[src/rtl/lcd_raster_pkg.sv]
package lcd_raster_pkg;

    // Segment order within a line (pixels) or within a frame (lines).
    typedef enum logic [1:0] {
        SEG_SYNC  = 2'd0,
        SEG_BACK  = 2'd1,
        SEG_SHOW  = 2'd2,
        SEG_FRONT = 2'd3
    } seg_e;

    function automatic seg_e seg_after(input seg_e s);
        case (s)
            SEG_SYNC:  return SEG_BACK;
            SEG_BACK:  return SEG_SHOW;
            SEG_SHOW:  return SEG_FRONT;
            default:   return SEG_SYNC;
        endcase
    endfunction

endpackage

[src/rtl/lcd_axis_seq.sv]
// Four-segment position counter used for both the pixel and the line axis.
module lcd_axis_seq
    import lcd_raster_pkg::*;
#(
    parameter int W = 10
) (
    input  logic         clk,
    input  logic         rst_n,
    input  logic         step,
    input  logic [W-1:0] len_sync,
    input  logic [W-1:0] len_back,
    input  logic [W-1:0] len_show,
    input  logic [W-1:0] len_front,
    output seg_e         seg_q,
    output seg_e         seg_d,
    output logic [W-1:0] idx_d,
    output logic         last
);

    typedef struct packed {
        seg_e         seg;
        logic [W-1:0] idx;
    } pos_t;

    pos_t         pos_q, pos_d;
    logic [W-1:0] span;

    always_comb begin
        case (pos_q.seg)
            SEG_SYNC: span = len_sync;
            SEG_BACK: span = len_back;
            SEG_SHOW: span = len_show;
            default:  span = len_front;
        endcase
        last  = (pos_q.seg == SEG_FRONT) && (pos_q.idx >= span);
        pos_d = pos_q;
        if (step) begin
            if (pos_q.idx >= span) begin
                pos_d.idx = '0;
                pos_d.seg = seg_after(pos_q.seg);
            end else begin
                pos_d.idx = pos_q.idx + 1'b1;
            end
        end
    end

    always_ff @(posedge clk or negedge rst_n) begin
        if (!rst_n) begin
            pos_q <= '{seg: SEG_SYNC, idx: '0};
        end else begin
            pos_q <= pos_d;
        end
    end

    assign seg_q = pos_q.seg;
    assign seg_d = pos_d.seg;
    assign idx_d = pos_d.idx;

    // Segment lengths hold for pixels and lines.
    assert_idx_bound_R2: assert property (@(posedge clk) disable iff (!rst_n)
        pos_q.idx <= span);

    assert_hold_no_step_R10: assert property (@(posedge clk) disable iff (!rst_n)
        !step |=> (pos_q == $past(pos_q)));

endmodule

[src/rtl/lcd_sync_launch.sv]
// Edge-selectable, polarity-selectable sync output stage.
module lcd_sync_launch (
    input  logic clk,
    input  logic rst_n,
    input  logic rise,
    input  logic fall,
    input  logic on_fall,
    input  logic invert,
    input  logic lvl_next,
    input  logic lvl_now,
    output logic sync
);

    logic lvl_q, lvl_d;

    always_comb begin
        lvl_d = lvl_q;
        if (on_fall) begin
            if (fall) lvl_d = lvl_now;
        end else if (rise) begin
            lvl_d = lvl_next;
        end
    end

    always_ff @(posedge clk or negedge rst_n) begin
        if (!rst_n) lvl_q <= 1'b0;
        else        lvl_q <= lvl_d;
    end

    assign sync = lvl_q ^ invert;

    assert_launch_edge_R6: assert property (@(posedge clk) disable iff (!rst_n)
        !$stable(lvl_q) |-> $past(on_fall ? fall : rise));

endmodule

[src/rtl/lcd_acb_toggle.sv]
// Alternating bias: inverts after a programmable number of lines.
module lcd_acb_toggle #(
    parameter int ACB_W = 8
) (
    input  logic             clk,
    input  logic             rst_n,
    input  logic             line_done,
    input  logic [ACB_W-1:0] period,
    output logic             ac
);

    typedef struct packed {
        logic [ACB_W-1:0] cnt;
        logic             ac;
    } acb_t;

    acb_t st_q, st_d;

    always_comb begin
        st_d = st_q;
        if (line_done) begin
            if (st_q.cnt >= period) begin
                st_d.cnt = '0;
                st_d.ac  = ~st_q.ac;
            end else begin
                st_d.cnt = st_q.cnt + 1'b1;
            end
        end
    end

    always_ff @(posedge clk or negedge rst_n) begin
        if (!rst_n) st_q <= '0;
        else        st_q <= st_d;
    end

    assign ac = st_q.ac;

    assert_acb_on_line_R8: assert property (@(posedge clk) disable iff (!rst_n)
        !$stable(st_q.ac) |-> $past(line_done));

endmodule

[src/rtl/lcd_raster_timer.sv]
module lcd_raster_timer
    import lcd_raster_pkg::*;
#(
    parameter int H_W   = 10,
    parameter int V_W   = 10,
    parameter int ACB_W = 8
) (
    input  logic             clk,
    input  logic             rst_n,
    input  logic             pix_rise,
    input  logic             pix_fall,
    input  logic [H_W-1:0]   cfg_hs_len,
    input  logic [H_W-1:0]   cfg_hb_len,
    input  logic [H_W-1:0]   cfg_ha_len,
    input  logic [H_W-1:0]   cfg_hf_len,
    input  logic [V_W-1:0]   cfg_vs_len,
    input  logic [V_W-1:0]   cfg_vb_len,
    input  logic [V_W-1:0]   cfg_va_len,
    input  logic [V_W-1:0]   cfg_vf_len,
    input  logic [ACB_W-1:0] cfg_acb_len,
    input  logic             hs_on_fall,
    input  logic             vs_on_fall,
    input  logic             hs_invert,
    input  logic             vs_invert,
    output logic             hsync,
    output logic             vsync,
    output logic             ac_bias,
    output logic             de,
    output logic             pix_req,
    output logic [H_W-1:0]   col,
    output logic [V_W-1:0]   row
);

    typedef struct packed {
        logic [H_W-1:0]   hs;
        logic [H_W-1:0]   hb;
        logic [H_W-1:0]   ha;
        logic [H_W-1:0]   hf;
        logic [V_W-1:0]   vs;
        logic [V_W-1:0]   vb;
        logic [V_W-1:0]   va;
        logic [V_W-1:0]   vf;
        logic [ACB_W-1:0] acb;
    } shadow_t;

    typedef struct packed {
        logic           fresh;
        shadow_t        cfg;
        logic           de;
        logic [H_W-1:0] col;
        logic [V_W-1:0] row;
        logic           req;
    } top_t;

    top_t    r_q, r_d;
    shadow_t live_cfg;

    seg_e           h_seg_q, h_seg_d, v_seg_q, v_seg_d;
    logic [H_W-1:0] h_idx_d;
    logic [V_W-1:0] v_idx_d;
    logic           h_last, v_last;
    logic           step, line_step, frame_wrap, act_next;

    assign step       = pix_rise && !r_q.fresh;
    assign line_step  = step && h_last;
    assign frame_wrap = line_step && v_last;

    lcd_axis_seq #(.W(H_W)) u_hpos (
        .clk       (clk),
        .rst_n     (rst_n),
        .step      (step),
        .len_sync  (r_q.cfg.hs),
        .len_back  (r_q.cfg.hb),
        .len_show  (r_q.cfg.ha),
        .len_front (r_q.cfg.hf),
        .seg_q     (h_seg_q),
        .seg_d     (h_seg_d),
        .idx_d     (h_idx_d),
        .last      (h_last)
    );

    lcd_axis_seq #(.W(V_W)) u_vpos (
        .clk       (clk),
        .rst_n     (rst_n),
        .step      (line_step),
        .len_sync  (r_q.cfg.vs),
        .len_back  (r_q.cfg.vb),
        .len_show  (r_q.cfg.va),
        .len_front (r_q.cfg.vf),
        .seg_q     (v_seg_q),
        .seg_d     (v_seg_d),
        .idx_d     (v_idx_d),
        .last      (v_last)
    );

    lcd_sync_launch u_hs (
        .clk      (clk),
        .rst_n    (rst_n),
        .rise     (pix_rise),
        .fall     (pix_fall && !r_q.fresh),
        .on_fall  (hs_on_fall),
        .invert   (hs_invert),
        .lvl_next (h_seg_d == SEG_SYNC),
        .lvl_now  (h_seg_q == SEG_SYNC),
        .sync     (hsync)
    );

    lcd_sync_launch u_vs (
        .clk      (clk),
        .rst_n    (rst_n),
        .rise     (pix_rise),
        .fall     (pix_fall && !r_q.fresh),
        .on_fall  (vs_on_fall),
        .invert   (vs_invert),
        .lvl_next (v_seg_d == SEG_SYNC),
        .lvl_now  (v_seg_q == SEG_SYNC),
        .sync     (vsync)
    );

    lcd_acb_toggle #(.ACB_W(ACB_W)) u_acb (
        .clk       (clk),
        .rst_n     (rst_n),
        .line_done (line_step),
        .period    (r_q.cfg.acb),
        .ac        (ac_bias)
    );

    always_comb begin
        live_cfg = '{hs: cfg_hs_len, hb: cfg_hb_len, ha: cfg_ha_len, hf: cfg_hf_len,
                     vs: cfg_vs_len, vb: cfg_vb_len, va: cfg_va_len, vf: cfg_vf_len,
                     acb: cfg_acb_len};
        act_next = (h_seg_d == SEG_SHOW) && (v_seg_d == SEG_SHOW);

        r_d     = r_q;
        r_d.req = 1'b0;
        if (r_q.fresh || frame_wrap) begin
            r_d.cfg = live_cfg;
        end
        if (pix_rise) begin
            r_d.fresh = 1'b0;
            r_d.de    = act_next;
            r_d.col   = act_next ? h_idx_d : '0;
            r_d.row   = act_next ? v_idx_d : '0;
            r_d.req   = act_next;
        end
    end

    always_ff @(posedge clk or negedge rst_n) begin
        if (!rst_n) begin
            r_q       <= '0;
            r_q.fresh <= 1'b1;
        end else begin
            r_q <= r_d;
        end
    end

    assign de      = r_q.de;
    assign col     = r_q.col;
    assign row     = r_q.row;
    assign pix_req = r_q.req;

    assert_req_in_active_R5: assert property (@(posedge clk) disable iff (!rst_n)
        r_q.req |-> r_q.de);

    assert_idle_origin_R4: assert property (@(posedge clk) disable iff (!rst_n)
        !r_q.de |-> (r_q.col == '0) && (r_q.row == '0));

    assert_cfg_frame_only_R9: assert property (@(posedge clk) disable iff (!rst_n)
        !$stable(r_q.cfg) |-> $past(r_q.fresh || frame_wrap));

endmodule

[config.mk]
export PLATFORM = sky130hd
export DESIGN_NAME = lcd_raster_timer
export DESIGN_NICKNAME = d
export VERILOG_FILES = /design/src/rtl/lcd_raster_pkg.sv /design/src/rtl/lcd_axis_seq.sv /design/src/rtl/lcd_sync_launch.sv /design/src/rtl/lcd_acb_toggle.sv /design/src/rtl/lcd_raster_timer.sv
export SDC_FILE = /design/constraint.sdc
export NUM_CORES = 1
export LEC_CHECK = 0
export BUFFER_PORTS_ARGS = -buffer_cell sky130_fd_sc_hd__buf_2
export CORE_AREA = 2 2 148 150
export DETAILED_ROUTE_END_ITERATION = 8
export DIE_AREA = 0 0 150 152
export HOLD_SLACK_MARGIN = 0.06
export PLACE_DENSITY_LB_ADDON = 0.3
export SLEW_MARGIN = 20
export SYNTH_ARGS = -nofsm -noshare
export SYNTH_HDL_FRONTEND = slang
export SYNTH_SLANG_ARGS = --single-unit
[constraint.sdc]
create_clock -name clk -period 3.8 [get_ports clk]
set_input_delay 0.38 -clock clk [delete_from_list [all_inputs] [get_ports clk]]
set_output_delay 0.38 -clock clk [all_outputs]
set_load 0.005 [all_outputs]
==> impl_metrics.tcl, run 1 <==
set metrics [dict create \
    setup_viol 0 \
    peakVddDrop_v 0.000293 \
    dp_hpwl_um 11900 \
    numPortBuffers 120 \
    outcome "complete, no violations" \
    synthesis.instances 640 \
    clk_path_buf_depth 2 \
    ys_types 49 \
    start_util_pct 34.2 \
    min_period_ns 3.65 \
    clock_sinks 146 \
    h-tree-depth 4 \
    drt_iter0_drc 345 \
    criticalPathCategory "reg -> reg" \
    synth-edff-count 0 \
    p_per_area_nw_per_um2 696 \
    skew_ns 0.00955 \
    worstMarginPinSlew_ns 0.935 \
    die_y_um 152 \
    synthesis.area_um2 7300 \
    via_per_inst 4.94 \
    synth.area.top_cells "dfrtp_1 (50%), mux2_2 (11%), ha_1 (7.0%), mux2_1 (3.1%), inv_1 (2.8%)" \
    cp_slowest_cell "a222oi_1" \
    crit_buf_inv 2 \
    grt_pass1_vias 5157 \
    critical_path.top_delay_family "compound AO/OA/AOI/OAI gates" \
    start_kind "flip-flop" \
    grt_max_degree 96 \
    yosysMostFrequentCell "dfrtp_1" \
    clock-root-buffer "clkbuf_16" \
    dr_total_vias 5177 \
    post_drt_wl_per_cell_um 16.0 \
    cts_tree "built" \
    hold_class "in -> async" \
    postSynth.topFlopCell "dfrtp_1" \
    critical_path.max_stage_delay_ns 0.41 \
    path_cells "inv_1 -> ha_4 -> a222oi_1 -> nand2_1 -> o21ai_0 -> ha_1 -> nand4_1 -> a211oi_1 -> or3_4 -> o21ai_2 -> nor2_4 -> a21oi_4 -> bufbuf_16 -> mux2_2" \
    gp_congestion 0.796 \
    nets 893 \
    area.growth.synth_to_final_pct 22.5 \
    clk_latency_ns 0.43 \
    die_w_um 150 \
    synth_top_area_share_pct 49.7 \
    rows 54 \
    wl_um 16700 \
    yosysTopAreaCell "dfrtp_1" \
    antenna_cells 0 \
    grt_pass1_wl_um 27600 \
    ys_seq_area_share_pct 50.1 \
    async_reset_ff_share_pct 100 \
    drive_gt1_share_pct 35.0 \
    io_pins 121 \
    clk_pin_slew_ns 0.06 \
    route.detailed.drc 0 \
    overflow 0 \
    place_inst 1012 \
    coreArea_um2 21400 \
    finalCritPeriodShare_pct 96.0 \
    power_mw 6.22 \
    required_ns 4.11 \
    antenna_found_initial 0 \
    synth.cells.most_frequent "dfrtp_1 (145), mux2_2 (71), inv_1 (54), ha_1 (41), o21ai_0 (39)" \
    drv_slew 0 \
    synth_seq_cells 146 \
    grtUsageTotal_pct 15.5 \
    relSlewSlack_pct 37.7 \
    drt-pass1-iter-count 6 \
    fill_cells 2105 \
    rr_worst_depth 14 \
    cap_violations 0 \
    leakagePower_nw 4.63 \
    die-area_um2 22800 \
    ant_nets 0 \
    arrival_ns 3.96 \
    critical_path.max_fanout 20 \
    worst_setup_path_end_kind "flip-flop" \
    synth_nets 777 \
    fmax_mhz 274 \
    numCtsBuffers 17 \
    yosysWarnings 0 \
    finalHoldViolCount 0 \
    fin_cells 1049 \
    path_depth 14 \
    postSynthAreaPerCell_um2 11.4 \
]
-- path summary, 6_finish.rpt --
check | start | to | slack (ns)
max | u_hpos.seg_q[0] | r_q[49] | 0.15
min | rst_n | u_acb.ac | 0.02
max reg2reg | u_hpos.seg_q[0] | r_q[49] | 0.15
min reg2reg | u_acb.ac | u_acb.ac | 0.46
max in group asynchronous | rst_n | r_q[36] | 2.97
min in group clk | vs_on_fall | u_vs.lvl_q | 0.15
-- logic make-up (layout without fill, tap and decap cells) --
| family | after synthesis | after routing | synth area share, % |
|---|---|---|---|
| buffers and inverters | 104 | 233 | 7.03 |
| and+or+nand+nor | 114 | 114 | 7.70 |
| muxes | 91 | 91 | 14.0 |
| AOI/OAI and AO/OA | 135 | 135 | 13.0 |
| DFF | 146 | 146 | 50.1 |
| xor gates and xnor gates | 9 | 9 | 1.08 |
| adders and majority gates | 41 | 41 | 7.03 |
-- registers in the layout, summed over array words and instances (netlist names), 2 cells and up --
register / count
u_acb.st_q: 8
u_vpos.pos_q: 10
r_q: 89
row: 10
u_hpos.pos_q: 10
u_hpos.seg_q: 2
col: 10
u_vpos.seg_q: 2
-- placed cells by master, fill, tap and decap left out, drive strengths merged, types with 4 or more instances in the layout --
cell	n
a22oi	8
clkbuf	17
o21ai	41
inv	63
dfrtp	145
nand2b	7
a222oi	20
nor2	24
mux2	91
o32ai	6
xor2	4
and3	11
xnor2	5
buf	146
a22o	4
nand2	35
nor2b	11
o22ai	14
a211oi	6
nand3	9
ha	41
a21o	7
nor3	7
a21oi	13
-- worst register-to-register path, stage by stage (launching register included) --
cell and delay [ns]:
dfrtp_1 0.38, inv_1 0.13, ha_4 0.23, a222oi_1 0.42
nand2_1 0.14, o21ai_0 0.10, ha_1 0.27, nand4_1 0.14
a211oi_1 0.08, or3_4 0.40, o21ai_2 0.22, nor2_4 0.06
a21oi_4 0.25, bufbuf_16 0.36, mux2_2 0.34
-- metal layers --
metal  track usage [%]  vias to the layer above  part of all wire, %  wire (um)
met5                 0                        -                    0          0
met4              4.49                        0                 0.85        142
met3              3.78                       11                  5.1        846
met2              22.3                      123                   44       7440
met1              22.9                     2533                   50       8310
li1                  -                     2510                    -          -
-- through the flow --
step | hold slack, ns | setup WS [ns] | util (%) | cell area (um2) | setup TNS [ns]
after floorplan | 0.0844 | 0.277 | - | 7300 | 0
after global placement | 0.459 | 0.0652 | 38.3 | 8170 | 0
after detailed placement | 0.463 | -0.0143 | 38.3 | 8170 | -0.0342
after CTS | 0.0896 | 0.0139 | 41.4 | 8850 | 0
after global routing | 0.111 | -0.00698 | 41.9 | 8940 | -0.0240
final | 0.0248 | 0.151 | 41.9 | 8940 | 0
-- report_power, final --
part           internal, mW  total [mW]  switching (mW)
logic                 0.983        2.14            1.15
clock network          1.07        1.83           0.761
registers              1.98        2.25           0.274
-- layout make-up --
type	instances	area, um2	share of cell area (%)
sequential	146	3660	40.9
inverter	54	206	2.31
tap	280	350	3.92
multi-input combinational	390	3210	35.9
clock buffer	17	425	4.76
timing repair buffer	147	885	9.90
clock inverter	15	209	2.34
-- timing repair --
item | 4_1_cts | 5_1_grt
setup buffers | 1 | 3
gates cloned | 1 | 0
resized for setup | 2 | 16
pin swaps | 2 | 5
hold endpoints to repair | 0 | 0
endpoints found under the setup margin | 68 | 113
hold buffers | 0 | 0
No activity file was read; power rests on OpenSTA's default activity.
==> run 2: changes to the inputs <==
Settings changed: CTS_BUF_LIST from default to sky130_fd_sc_hd__clkbuf_4 sky130_fd_sc_hd__clkbuf_8, RECOVER_POWER from default to 50.
==> run 2 against run 1 <==
Net effect:
- the run now ends with capacitance limit, slew limit left
- register-to-register slack barely moved
- utilization fell by 1.1 points
- clock skew rose by 0.0042 ns
- cell count rose by 0.19%
==> impl_metrics.tcl, run 2 (synthesis gave the netlist of run 1 again) <==
set metrics [dict create \
    finalHoldViolCount 0 \
    outcome "finished with violations" \
    grt_pass1_wl_um 27500 \
    intPower_mw 3.62 \
    clock_sinks 146 \
    combPwrFrac_pct 36.9 \
    via_per_inst 4.95 \
    leakagePower_nw 4.46 \
    rows 54 \
    skew_ns 0.0137 \
    antenna_cells 0 \
    clk_pin_slew_ns 0.09 \
    largest-register "r_q" \
    clk_latency_ns 0.45 \
    setup_viol 0 \
    antenna_found_initial 0 \
    finalInstanceArea_um2 8700 \
    drt-pass1-iter-count 6 \
    dp_hpwl_um 11900 \
    criticalPathCategory "reg -> reg" \
    worstMarginPinSlew_ns 2.45 \
    required_ns 4.14 \
    die_y_um 152 \
    route.detailed.drc 0 \
    placed_area_um2 8170 \
    layout_commonest_cell "dfrtp_1" \
    min_period_ns 3.64 \
    grt_pass1_vias 5189 \
    grtUsageTotal_pct 15.2 \
    power_switching_mw 2.13 \
    ant_nets 0 \
    fin_cells 1051 \
    nets 895 \
    start_kind "flip-flop" \
    fmax_mhz 275 \
    crit_path_start "u_hpos.seg_q[0]" \
    rsz0062_at_grt "no" \
    swShare_pct 37.1 \
    numPortBuffers 120 \
    overflow 0 \
    cts_tree "built" \
    dr_total_vias 5200 \
    wl_um 16800 \
    numCtsBuffers 17 \
    clk_path_buf_depth 2 \
    clockPowerShare_pct 24.0 \
    relSlewSlack_pct -63.5 \
    area.growth.synth_to_final_pct 19.3 \
    r2r_slack_ns 0.16 \
    finalCritPeriodShare_pct 95.8 \
    drv_slew 96 \
    coreArea_um2 21400 \
    worst_setup_path_end_kind "flip-flop" \
    arrival_ns 3.98 \
    clock-root-buffer "clkbuf_8" \
    cap_violations 1 \
    drt_iter0_drc 290 \
    critical_path.max_fanout 20 \
    h-tree-depth 4 \
    io_pins 121 \
    die_w_um 150 \
    die-area_um2 22800 \
    post_drt_wl_per_cell_um 16.0 \
    final_cell_mix "dfrtp_1 (144), buf_2 (101), mux2_2 (71), inv_1 (52), o21ai_0 (39)" \
    place_inst 1012 \
    p_seq_share_pct 39.1 \
    grt_max_degree 96 \
    p_per_area_nw_per_um2 661 \
    start_util_pct 34.2 \
    failed_checks "capacitance limit, slew limit" \
    hold_class "in -> reg" \
    gp_congestion 0.796 \
    largest_register_ffs 89 \
    drive_gt1_share_pct 32.0 \
    power_mw 5.75 \
    peakVddDrop_v 0.000312 \
    hp-start "vs_on_fall" \
    timing.rr.start "u_hpos.seg_q[0]" \
]
## run 2: final cells by class
class / count / area [um2]
flip-flops and latches: 146 / 3660
clock inverters: 15 / 209
repair buffers: 148 / 848
repair inverters: 1 / 7.51
multi-input cells: 390 / 3190
clock buffers: 17 / 234
well taps: 280 / 350
fillers: 2126 / 12600
inverters: 54 / 206
## run 2: stage by stage
step | utilization, % | setup slack, ns | TNS [ns] | hold WS [ns]
after floorplan | - | 0.277 | 0 | 0.0844
after global placement | 38.3 | 0.0652 | 0 | 0.459
after detailed placement | 38.3 | -0.0143 | -0.0342 | 0.463
after CTS | 40.6 | 0.00944 | 0 | 0.0811
after global routing | 40.8 | 0.000349 | 0 | 0.103
final | 40.8 | 0.158 | 0 | 0.118
## run 2: critical path: stages (launching register included)
cell and delay (ns):
dfrtp_1 0.39, inv_1 0.13, ha_4 0.23, a222oi_1 0.42
nand2_1 0.14, o21ai_0 0.10, ha_1 0.27, nand4_1 0.14
a211oi_1 0.08, or3_1 0.42, o21ai_2 0.23, nor2_4 0.06
a21oi_4 0.21, buf_4 0.18, buf_16 0.17, mux2_2 0.35
## run 2: worst paths after layout
| kind | endpoint | depth (start not counted) |
|---|---|---|
| worst max register to register | r_q[57] | 15 |
| min in group asynchronous | u_acb.ac | 2 |
| max in group asynchronous | r_q[58] | 3 |
| worst min-delay path | u_vs.lvl_q | 2 |
| worst max-delay path | r_q[57] | 15 |
| worst min register to register | u_acb.ac | 1 |
## run 2: layer usage
layer / share of wire [%] / track usage (%) / routed length, um / up-vias
met2: 45 / 22.5 / 7600 / 115
li1: - / - / - / 2522
met4: 0.75 / 4.49 / 126 / 0
met1: 50 / 22.5 / 8340 / 2553
met5: 0 / 0 / 0 / -
met3: 4.3 / 3.09 / 716 / 10
## run 2: timing repair
action / in CTS / in global routing
endpoints found under the setup margin: 67 / 113
hold endpoints to repair: 17 / 0
cloned: 1 / 1
pin swaps: 1 / 5
resized for setup: 2 / 14
setup buffers: 1 / 3
hold buffers: 1 / 0
## run 2: power by group through the flow
stage                     clock (mW)  sequential, mW  combinational, mW
final                           1.38            2.25               2.12
after CTS                       1.43            2.24               2.05
after detailed placement           0            2.27               2.02
after floorplan                    0            2.19               1.40
after global placement             0            2.26               1.99
after global routing            1.50            2.31               2.40
